[src/rtl/exp_delay_pkg.sv]
package exp_delay_pkg;

    // Default geometry of the mapper.
    localparam int CODE_W     = 10;
    localparam int SEG_SEL_W  = 3;
    localparam int FRAC_W     = CODE_W - SEG_SEL_W;
    localparam int BASE_TICKS = 36;
    localparam int TICK_W     = 16;

    // Width needed to hold the largest segment start value.
    function automatic int seg_width(input int base, input int sel_w);
        return $clog2(base + 1) + (2 ** sel_w) - 1;
    endfunction

    // Largest result the mapper can produce (top code).
    function automatic longint max_result(input int base, input int sel_w, input int frac_w);
        longint top_seg;
        longint top_frac;
        top_seg  = longint'(base) << ((2 ** sel_w) - 1);
        top_frac = (longint'(1) << frac_w) - 1;
        return top_seg + ((top_seg * top_frac) >> frac_w);
    endfunction

endpackage

[src/rtl/exp_delay_seg.sv]
module exp_delay_seg
    import exp_delay_pkg::*;
#(
    parameter int SEL_W = SEG_SEL_W,
    parameter int FRW   = FRAC_W,
    parameter int BASE  = BASE_TICKS,
    localparam int IN_W  = SEL_W + FRW,
    localparam int SEG_W = seg_width(BASE, SEL_W)
) (
    input  logic             clk,
    input  logic             rst,
    input  logic             code_v,
    input  logic [IN_W-1:0]  code,
    output logic             seg_v,
    output logic [SEG_W-1:0] seg_start,
    output logic [FRW-1:0]   seg_frac
);

    logic [SEL_W-1:0] sel;
    logic [SEG_W-1:0] start_next;

    always_comb begin
        sel        = code[IN_W-1:FRW];
        start_next = SEG_W'(BASE) << sel;
    end

    always_ff @(posedge clk) begin
        if (rst) begin
            seg_v     <= 1'b0;
            seg_start <= '0;
            seg_frac  <= '0;
        end else begin
            seg_v <= code_v;
            if (code_v) begin
                seg_start <= start_next;
                seg_frac  <= code[FRW-1:0];
            end
        end
    end

    // a request moves into this stage on the next edge.
    a_r6_seg_follow: assert property (@(posedge clk) disable iff (rst)
        code_v |=> seg_v);
    // no request, no stage-one valid.
    a_r6_seg_idle: assert property (@(posedge clk) disable iff (rst)
        !code_v |=> !seg_v);
    // a segment start is the base scaled by a power of two, so its bit count is that of the base.
    a_r5_seg_power: assert property (@(posedge clk) disable iff (rst)
        seg_v |-> ($countones(seg_start) == $countones(SEG_W'(BASE))));

endmodule

[src/rtl/exp_delay_interp.sv]
module exp_delay_interp
    import exp_delay_pkg::*;
#(
    parameter int SEL_W = SEG_SEL_W,
    parameter int FRW   = FRAC_W,
    parameter int BASE  = BASE_TICKS,
    parameter int OUT_W = TICK_W,
    localparam int SEG_W  = seg_width(BASE, SEL_W),
    localparam int PROD_W = SEG_W + FRW,
    localparam int FULL_W = (PROD_W + 1 > OUT_W) ? PROD_W + 1 : OUT_W
) (
    input  logic             clk,
    input  logic             rst,
    input  logic             seg_v,
    input  logic [SEG_W-1:0] seg_start,
    input  logic [FRW-1:0]   seg_frac,
    output logic             res_v,
    output logic [OUT_W-1:0] res_ticks
);

    localparam longint MAX_RES = max_result(BASE, SEL_W, FRW);

    logic [PROD_W-1:0] prod;
    logic [FULL_W-1:0] sum_full;

    always_comb begin
        prod     = PROD_W'(seg_start) * PROD_W'(seg_frac);
        sum_full = FULL_W'(seg_start) + FULL_W'(prod >> FRW);
    end

    always_ff @(posedge clk) begin
        if (rst) begin
            res_v     <= 1'b0;
            res_ticks <= '0;
        end else begin
            res_v <= seg_v;
            if (seg_v) begin
                res_ticks <= sum_full[OUT_W-1:0];
            end
        end
    end

    // the count only moves when a result is written.
    a_r9_hold_idle: assert property (@(posedge clk) disable iff (rst)
        !seg_v |=> $stable(res_ticks));
    // every result stays inside the curve's range.
    a_r2_result_range: assert property (@(posedge clk) disable iff (rst)
        res_v |-> (longint'(res_ticks) >= longint'(BASE) && longint'(res_ticks) <= MAX_RES));
    // stage two follows stage one by one edge.
    a_r6_res_follow: assert property (@(posedge clk) disable iff (rst)
        seg_v |=> res_v);

endmodule

[src/rtl/exp_delay_map.sv]
module exp_delay_map
    import exp_delay_pkg::*;
#(
    parameter int SEL_W = SEG_SEL_W,
    parameter int FRW   = FRAC_W,
    parameter int BASE  = BASE_TICKS,
    parameter int OUT_W = TICK_W,
    localparam int IN_W  = SEL_W + FRW,
    localparam int SEG_W = seg_width(BASE, SEL_W)
) (
    input  logic             clk,
    input  logic             rst,
    input  logic             in_valid,
    input  logic [IN_W-1:0]  in_code,
    output logic             out_valid,
    output logic [OUT_W-1:0] out_ticks
);

    logic             mid_v;
    logic [SEG_W-1:0] mid_start;
    logic [FRW-1:0]   mid_frac;

    exp_delay_seg #(
        .SEL_W (SEL_W),
        .FRW   (FRW),
        .BASE  (BASE)
    ) seg_i (
        .clk       (clk),
        .rst       (rst),
        .code_v    (in_valid),
        .code      (in_code),
        .seg_v     (mid_v),
        .seg_start (mid_start),
        .seg_frac  (mid_frac)
    );

    exp_delay_interp #(
        .SEL_W (SEL_W),
        .FRW   (FRW),
        .BASE  (BASE),
        .OUT_W (OUT_W)
    ) interp_i (
        .clk       (clk),
        .rst       (rst),
        .seg_v     (mid_v),
        .seg_start (mid_start),
        .seg_frac  (mid_frac),
        .res_v     (out_valid),
        .res_ticks (out_ticks)
    );

    // reset clears the result interface on the following edge.
    a_r1_reset_clear: assert property (@(posedge clk)
        rst |=> (!out_valid && out_ticks == '0));

endmodule

[config.mk]
export PLATFORM = sky130hd
export DESIGN_NAME = exp_delay_map
export DESIGN_NICKNAME = d
export VERILOG_FILES = /design/src/rtl/exp_delay_pkg.sv /design/src/rtl/exp_delay_seg.sv /design/src/rtl/exp_delay_interp.sv /design/src/rtl/exp_delay_map.sv
export SDC_FILE = /design/constraint.sdc
export NUM_CORES = 1
export LEC_CHECK = 0
export BUFFER_PORTS_ARGS = -buffer_cell sky130_fd_sc_hd__buf_2
export CORE_UTILIZATION = 39
export CTS_CLUSTER_SIZE = 25
export DETAILED_ROUTE_END_ITERATION = 7
export GPL_ROUTABILITY_DRIVEN = 0
export PLACE_DENSITY_LB_ADDON = 0.2
export SLEW_MARGIN = 30
export SYNTH_ARGS = -nofsm -noshare
export SYNTH_HDL_FRONTEND = slang
export SYNTH_SLANG_ARGS = --single-unit
[constraint.sdc]
create_clock -name clk -period 6.55 [get_ports clk]
set_clock_uncertainty 0.05 [all_clocks]
set_input_delay 0.9825 -clock clk [delete_from_list [all_inputs] [get_ports clk]]
set_output_delay 0.9825 -clock clk [all_outputs]
set_load 0.01 [all_outputs]
* Yosys cells after proc, flatten, opt, wreduce, memory -nomap -nowiden
Index checks and enable logic that the tools add are counted.
** Operators by class
- Shift-type cells :: 1
- Multipliers :: 1
- $add $sub $neg :: 1
** Operator list (number)
- multiplier 13 x 7 -> 20 bit :: 1
- adder 13 x 13 -> 14 bit :: 1
- left shift 6 x 3 -> 13 bit, first input constant :: 1
** Storage, ports and cells
- Flip-flop bits (word level) :: 38
- Output and inout bits :: 17
- Word-level logic and storage cells :: 8
- Input port bits :: 13

* Logic depth before layout (Yosys ltp)
Gate-level depths: netlist of run 1.
- Depth after elaboration :: 2
- Gate-level depth with buffers :: 24
- Gate-level depth less buffers :: 23

* By module
A second synthesis of run 1 with hierarchy kept.
** Unflattened totals
- Cell total of the unflattened synthesis :: 525
- Area total of the unflattened synthesis :: 4673.2 um^2
** Modules (own cells, without submodules)
- exp_delay_interp :: seq. area each 300.3 um^2, times used 1, area an instance 3833.7 um^2, cells each 441
- exp_delay_seg :: seq. area each 380.4 um^2, times used 1, area an instance 839.6 um^2, cells each 84

* Least setup slack after synthesis of run 1
OpenSTA, ideal clock, no wires.
- Kind :: flip-flop to flip-flop
- Start point :: reg seg_i.seg_frac[5]
- End point :: reg interp_i.res_ticks[13]
- Setup slack :: 1084 ps
- Setup time :: 132 ps
- Path buffers :: 1
- Required time :: 6368 ps
- Data arrival time :: 5284 ps
- Period minus slack after synthesis :: 5466 ps
- Stages on the path, launching flop included :: 23
- Path through :: dfxtp_1 > clkbuf_1 > and2_1 > fa_1 > fa_1 > fa_1 > inv_1 > fa_1 > inv_1 > ha_1 > a21oi_1 > and2b_1 > a21o_1 > o21bai_1 > a211oi_1 > nor2_1 > ha_1 > o21ai_0 > o21ai_1 > a31oi_2 > o21ai_1 > a2111oi_0 > nor3_1
** Between the ends
- Cells in the longest elaborated chain, start to end :: 2
** RTL lines
- from (decl) :: line exp_delay_seg.sv:16 : output logic [FRW-1:0] seg_frac
- from (signal assigned) :: line exp_delay_seg.sv:36 : seg_frac <= code[FRW-1:0];
- multiplier 13 x 7 -> 20 bit :: line exp_delay_interp.sv:27 : prod = PROD_W'(seg_start) * PROD_W'(seg_frac);
- adder 13 x 13 -> 14 bit :: line exp_delay_interp.sv:28 : sum_full = FULL_W'(seg_start) + FULL_W'(prod >> FRW);
- to (signal assigned) :: line exp_delay_interp.sv:38 : res_ticks <= sum_full[OUT_W-1:0];
- to (decl) :: line exp_delay_interp.sv:18 : output logic [OUT_W-1:0] res_ticks
No other way between the ends.
A chain may end at the register's enable or synchronous reset.

* Worst setup path in the final report of run 1
- Start point :: reg seg_i.seg_frac[6]
- End point :: reg interp_i.res_ticks[13]
Same word-level chain as after synthesis.

==> results.txt, run 1 <==
The run finished with clean final reports. In the layout the commonest cells are sky130_fd_sc_hd__inv_1 (69), sky130_fd_sc_hd__ha_1 (51), sky130_fd_sc_hd__and2_1 (50). The final-report hold violation count came out at 0. The clock network is responsible for 42.4% of the overall power.

The post-detailed-routing wire length came out at between 9000 and 10000 µm. The number of filler instances in the final layout came out at between 900 and 1000. The largest fanout on the critical path came out at 12.

The initial antenna violation count is 0. Of all flip-flops after synthesis, the portion carrying an async set or reset was 0%. The height of the chip came out at 104 µm. The remaining max-slew budget at the tightest pin is a little over half. The register area came out at 681 µm². Port buffering added 27 buffers.

Cells with a size suffix above 1 make up 9.45% of the layout. The average size of a mapped cell came out at 8.72 µm². The internal cell power came out at ~0.00041 W. The number of primary I/O pins came out at 30. The number of global-route vias before repair came out at 3238. In the synthesized netlist the dominant register cell turns out to be sky130_fd_sc_hd__dfxtp_1. Setup repair after global routing left no endpoint under its margin. The total of max-cap violations came out at 0.

The switching power is 0.000173 W. The post-placement cell area came out at around 0.0043 mm². The effective utilization at floorplan came out at 40.9%. The count of endpoints failing setup in the final report is 0. The overall overflow remaining after global route is 0. The site row count is 36.

The buffers inserted during post-CTS setup optimization came out at 0. For this run, design rule violations remaining after detail routing come to 0. The final period demand of the worst path came out at just over 6000 ps. The area of the placeable core is 0.00995 mm².

The count of nets left with antenna violations once routing finished came out at 0. After routing the design area is 0.00445 mm². The largest net degree at the start of global routing is 35. The static leakage is 2.23 nW.

The hold buffer count at cts came out at 0. The global-route wire length before repair came out at 16100 µm. The total number of clock tree sinks came out at 34.

The post-cts gate resize count is 0. The combined area of the multi-input logic cells is 0.00306 mm². The die covers between 0.01 and 0.015 mm². The combined area of all synthesized cells is 0.00407 mm². The final worst-path cycle share is 92.2%. The number of antenna cells inserted is 0. Sequential cells were found to cover 16.7% of the synthesized design area.

The critical path startpoint category is a flop. Synthesis inferred 34 register bits. The synthesized design contains 0 enable-type register cells.

In this run the worst hold path is classified as reg -> reg. Summed over all nets, the half-perimeter wirelength after detailed placement is 7120 µm. The detailed-router iteration count before antenna repair is 5. The root buffer cell chosen for the clock tree is sky130_fd_sc_hd__clkbuf_8.

The worst supply voltage drop on vdd is approximately 0.13 mV. The insertion delay of the later-clocked pin in the worst-skew pair came out at about 300 ps. The proportion of power drawn by flip-flops and latches is between 40% and 50%. In the final timing run, aggregate negative setup slack is 0 ps. The max-slew violation total from the final report is 0. The via density per instance is 4.93. The worst setup path is of the reg -> reg kind.

The final-stage net count is approximately 590. The count of distinct cell types in the synthesized netlist came out at 43. STA classifies the critical path endpoint as a flop. The worst endpoint data arrival time came out at approximately 6000 ps. The clock passes through at most 2 buffers. The number of buffers inserted during clock tree synthesis is 5. Clock-pin slew was measured on the worst setup and hold paths at around 90 ps. The via count came out at roughly 3100. The share of power burned in combinational logic came out at between 10% and 20%.

Data on the critical path is required at its endpoint by roughly 6700 ps. The power density normalized to cell area is ~130 mW/mm². The proportion of total power due to net switching came out at roughly 30%. The number of levels in the clock H-tree is 2.

Based on the critical path, the design can be clocked at up to between 150 and 200 MHz. The detail-routed net length per standard cell is about 15 µm. At the pin with the least slew margin, the transition time is 687 ps.

The most common cell after layout, fill and taps aside is sky130_fd_sc_hd__inv_1. The synthesis warning total came out at 0. The number of DRC markers in iteration 0 is approximately 120. Compared with the post-synthesis result, the final layout area differs by 9.37%. Global routing used 18.6% of the available tracks across all layers.

The instance count of the mapped netlist came out at ~470. TritonCTS built the clock tree. The width of the chip is 104 µm.
==> worst max-delay path, stage by stage, from the launching register on <==
cell                        delay [ps]
sky130_fd_sc_hd__dfxtp_1           620
sky130_fd_sc_hd__and2_1            230
sky130_fd_sc_hd__fa_1              420
sky130_fd_sc_hd__fa_1              530
sky130_fd_sc_hd__fa_1              560
sky130_fd_sc_hd__inv_1              60
sky130_fd_sc_hd__fa_1              530
sky130_fd_sc_hd__inv_1              40
sky130_fd_sc_hd__ha_1              320
sky130_fd_sc_hd__a21oi_1           230
sky130_fd_sc_hd__and2b_1           230
sky130_fd_sc_hd__a21o_1            200
sky130_fd_sc_hd__o21bai_1          110
sky130_fd_sc_hd__a211oi_1          270
sky130_fd_sc_hd__nor2_1             90
sky130_fd_sc_hd__ha_1              320
sky130_fd_sc_hd__o21ai_0           130
sky130_fd_sc_hd__o21ai_1           120
sky130_fd_sc_hd__a31oi_2           220
sky130_fd_sc_hd__o21ai_1           110
sky130_fd_sc_hd__a2111oi_0         400
sky130_fd_sc_hd__nor3_1            100
==> final cells by class <==
class | instances | area share, %
clock buffers | 5 | 1.54
clock inverters | 3 | 1.54
inverters | 69 | 5.81
well taps | 133 | 3.74
repair buffers | 29 | 3.37
multi-input cells | 347 | 68.7
flip-flops and latches | 34 | 15.3
==> worst paths after layout <==
kind                               start                     end  slack, ps  cells past startpoint
setup / recovery       seg_i.seg_frac[6]  interp_i.res_ticks[13]        510                     21
hold / removal    interp_i.res_ticks[11]  interp_i.res_ticks[11]        430                      2
setup reg to reg       seg_i.seg_frac[6]  interp_i.res_ticks[13]        510                     21
hold reg to reg   interp_i.res_ticks[11]  interp_i.res_ticks[11]        430                      2
==> Yosys cell counts (2+ instances only) <==
| cell | count | area share, % |
|---|---|---|
| sky130_fd_sc_hd__o21ai_0 | 7 | 0.86 |
| sky130_fd_sc_hd__fa_1 | 44 | 22 |
| sky130_fd_sc_hd__o21bai_1 | 2 | 0.37 |
| sky130_fd_sc_hd__o21ai_1 | 4 | 0.49 |
| sky130_fd_sc_hd__a21o_1 | 2 | 0.37 |
| sky130_fd_sc_hd__nor2b_1 | 5 | 0.77 |
| sky130_fd_sc_hd__nand2b_1 | 7 | 1.1 |
| sky130_fd_sc_hd__o211ai_1 | 3 | 0.55 |
| sky130_fd_sc_hd__nor3_1 | 5 | 0.61 |
| sky130_fd_sc_hd__o21a_1 | 2 | 0.37 |
| sky130_fd_sc_hd__a31oi_1 | 2 | 0.31 |
| sky130_fd_sc_hd__clkbuf_1 | 14 | 1.3 |
| sky130_fd_sc_hd__o22ai_1 | 7 | 1.1 |
| sky130_fd_sc_hd__nor2_1 | 33 | 3.0 |
| sky130_fd_sc_hd__inv_1 | 69 | 6.4 |
| sky130_fd_sc_hd__mux2i_1 | 18 | 4.4 |
| sky130_fd_sc_hd__buf_4 | 2 | 0.37 |
| sky130_fd_sc_hd__a21oi_1 | 20 | 2.5 |
| sky130_fd_sc_hd__and2_1 | 50 | 7.7 |
| sky130_fd_sc_hd__xnor2_1 | 11 | 2.4 |
| sky130_fd_sc_hd__xor2_1 | 7 | 1.5 |
| sky130_fd_sc_hd__nand3b_1 | 2 | 0.37 |
| sky130_fd_sc_hd__nand3_1 | 7 | 0.86 |
| sky130_fd_sc_hd__nand2_1 | 36 | 3.3 |
| sky130_fd_sc_hd__ha_1 | 51 | 16 |
| sky130_fd_sc_hd__a211oi_1 | 7 | 1.3 |
| sky130_fd_sc_hd__dfxtp_1 | 34 | 17 |
==> per-layer routing <==
layer	routed length (µm)	up-vias	part of all wire, %	GRT usage, %
li1	-	1533	-	-
met1	4580	1474	50	25.8
met4	101	0	1.1	3.98
met3	186	9	2.0	2.01
met2	4290	42	47	31.1
met5	0	-	0	0
==> power by group through the flow <==
stage               registers (W)   logic, W  clock network (W)
floorplan                0.000229  0.0000810                  0
global placement         0.000240   0.000101                  0
detailed placement       0.000240   0.000102                  0
CTS                      0.000235   0.000103           0.000253
global route             0.000237   0.000117           0.000260
finish                   0.000235   0.000102           0.000248
==> stage by stage <==
step | util, % | power (W) | setup WS [ps] | hold slack [ps] | std cells
2_1_floorplan | - | 0.000310 | 1080 | 423 | 468
3_3_place_gp | 43.4 | 0.000341 | 660 | 413 | 612
3_5_place_dp | 43.4 | 0.000342 | 586 | 420 | 612
4_1_cts | 44.7 | 0.000591 | 521 | 437 | 620
5_1_grt | 44.7 | 0.000614 | 121 | 457 | 620
6_report | 44.7 | 0.000585 | 513 | 431 | 620
==> kinds of logic after synthesis <==
family,after synthesis,synth area share (%)
AND/OR/NAND/NOR,150,18.8
flip-flops,34,16.7
adder cells (fa/ha/maj),95,37.3
buffers and inverters,87,8.23
multiplexers,18,4.42
AO/OA/AOI/OAI,64,10.5
XOR/XNOR,18,3.87
other,1,0.0921
==> flip-flops by register name, summed over array words and instances, names as in the netlist <==
register,flops
interp_i.res_ticks,14
seg_i.seg_start,11
seg_i.seg_frac,7
interp_i.res_v,1
seg_i.seg_v,1
Note: power is estimated with default switching activity, not from simulation.
==> inputs of run 2 (changes only) <==
--- a/config.mk
+++ b/config.mk
@@ -9,8 +9,8 @@
 export CORE_UTILIZATION = 39
 export CTS_CLUSTER_SIZE = 25
 export DETAILED_ROUTE_END_ITERATION = 7
-export GPL_ROUTABILITY_DRIVEN = 0
 export PLACE_DENSITY_LB_ADDON = 0.2
+export RECOVER_POWER = 50
 export SLEW_MARGIN = 30
 export SYNTH_ARGS = -nofsm -noshare
 export SYNTH_HDL_FRONTEND = slang
==> results.txt, run 2 (same netlist as run 1, synthesis figures left out) <==
The flow ran to the end, but the final reports show violations. The checks that failed: max-capacitance violations, max-slew violations. The required time of the critical path came out at 6610 ps. The critical path startpoint category is a flop. In this run the worst hold path is classified as reg -> reg. The detail-routed net length per standard cell is 14.7 µm. The global-route wire length before repair came out at 16100 µm. Among the stages of the critical path, the cell type that occurs most often is sky130_fd_sc_hd__fa_1. The maximum achievable frequency came out at 164 MHz. The met2 global-route usage came out at 31.1%. The static leakage is 2.21 nW. The cell sitting at the root of the clock tree is a sky130_fd_sc_hd__clkbuf_8. In this run, the number of DRC markers left after iteration 0 of detailed routing was 115.

The width of the chip came out at about 100 µm. The final routed DRC violation total is 0. Setup repair after global routing left no endpoint under its margin.

The worst stage delay on the critical path is 620 ps. The global router's overall resource usage came out at 18.6%. The post-place setup slack is 586 ps. The fraction of met1 tracks used by global routing came out at between 20% and 30%. The largest fanout on the critical path came out at 12. The hold buffer count at cts is 0. The post-detailed-routing wire length came out at 9140 µm. For the finished layout, the period the worst path requires is 6080 ps. The remaining max-slew budget at the tightest pin is -9.76%. The number of antenna cells inserted is 0. The flip-flop count of the largest register, all copies and words added came out at 14. The clock slew seen by the registers of the worst setup and hold paths is 90 ps. Detailed placement finished with a half-perimeter wire length of 7120 µm. The number of global-route vias before repair came out at roughly 3200. The setup TNS is 0 ps. The final core area utilization came out at 44.7%. The detailed-router iteration count before antenna repair is 5. Post-CTS timing repair inserted 0 buffers for setup. The overall overflow remaining after global route came out at 0.

The fraction of final layout cells with drive strength greater than 1 came out at 8.21%. The register with the most flip-flops in the final layout is interp_i.res_ticks. TritonCTS created 5 clock buffers. The type of the worst setup path is reg -> reg.

The congestion estimate from routability-driven global placement came to 0.843. The number of cells on the worst hold path is 2. The worst reg-to-reg path cell count came out at 21. For the pin with the worst max-slew slack, the measured transition is 1650 ps.

The count of endpoints failing setup in the final report came out at 0. The largest registers in the layout are interp_i.res_ticks: 14 flops, seg_i.seg_start: 11 flops, seg_i.seg_frac: 7 flops. The detail route stage leaves a number of antenna-violating nets equal to 0. The total of max-cap violations came out at 1. The clock drives 34 sinks. The insertion delay of the later-clocked pin in the worst-skew pair came out at about 300 ps.

The largest net degree at the start of global routing came out at 35. The final-report hold violation count came out at 0. The clock passes through at most 2 buffers. The via density per instance came out at a little under 5.

Compared with the post-synthesis result, the final layout area differs by 9.19%. The slowest stage of the critical path belongs to the cell sky130_fd_sc_hd__dfxtp_1. The via count came out at 3059. The max-slew violation total from the final report came out at 35.

The height of the chip is roughly 100 µm. The reg-to-reg setup timing slack is 470 ps. The initial antenna violation count is 0.

The power density normalized to cell area came out at 131 mW/mm². The worst setup path is captured at a flop. The worst endpoint data arrival time is a little over 6000 ps. The number of input and output port buffers inserted came out at 27. The area enclosed by the die boundary is around 0.011 mm². The number of primary I/O pins came out at 30. The met3 usage is 2.01%. The number of levels in the clock H-tree is 2. The site row count came out at 36. The final-stage net count came out at 594. The effective utilization at floorplan is 40.9%.

Traced cell by cell, the critical path runs through and2_1, fa_1, fa_1, fa_1, inv_1, fa_1, inv_1, ha_1, a21oi_1, and2b_1, a21o_1, o21bai_1, a211oi_1, nor2_1, ha_1, o21ai_0, o21ai_1, a31oi_2, o21ai_1, a2111oi_0, nor3_1. The final worst-path cycle share is 92.8%. The most common cell after layout, fill and taps aside is sky130_fd_sc_hd__inv_1. TritonCTS built the clock tree. The final worst setup slack came out at 470 ps. In the layout the commonest cells are sky130_fd_sc_hd__inv_1 (69), sky130_fd_sc_hd__ha_1 (51), sky130_fd_sc_hd__and2_1 (50). The post-cts gate resize count came out at 0. The area of the placeable core came out at ~0.010 mm². The worst supply voltage drop on vdd came out at around 0.13 mV. The most crowded layer after global routing is met2.
run 2: changes by cell type in the layout (fill, tap and decap cells not counted):
cell / delta
sky130_fd_sc_hd__buf_2: -6
sky130_fd_sc_hd__clkbuf_1: +6
run 2: report_power, final:
group	internal, W	switching (W)	leakage (nW)
Clock	0.000153	0.0000953	0.0683
Combinational	0.0000433	0.0000584	1.86
Sequential	0.000215	0.0000195	0.278
Total	0.000412	0.000173	2.21
run 2: worst paths after layout:
kind	start	end
hold reg to reg	interp_i.res_ticks[11]	interp_i.res_ticks[11]
setup / recovery	seg_i.seg_frac[6]	interp_i.res_ticks[13]
hold / removal	interp_i.res_ticks[11]	interp_i.res_ticks[11]
setup reg to reg	seg_i.seg_frac[6]	interp_i.res_ticks[13]
run 2: per-stage QoR:
step	std cells	hold WS [ps]	power [W]	area, µm²
after global routing	620	457	0.000614	4450
after CTS	620	437	0.000591	4450
after global placement	612	413	0.000341	4320
after floorplan	468	423	0.000310	4080
final	620	433	0.000585	4450
after detailed placement	612	420	0.000342	4320
run 2: layout make-up:
| type | count | area (µm²) |
|---|---|---|
| multi-input combinational | 347 | 3060 |
| inverter | 69 | 259 |
| clock inverter | 3 | 68.8 |
| fill | 993 | 5510 |
| tap | 133 | 166 |
| clock buffer | 5 | 68.8 |
| sequential | 34 | 681 |
| timing repair buffer | 29 | 143 |
run 2: critical path, delay by kind of cell (launching register included):
kind                       cells  cell delay, ps
AOI/OAI and AO/OA              9            1790
DFF                            1             620
and+or+nand+nor                4             650
adders and majority gates      6            2680
buffers and inverters          2             100
run 2: layer usage:
layer	up-vias	wire length, µm
met5	-	0
met4	0	101
met3	9	180
met2	42	4290
met1	1475	4570
li1	1533	-
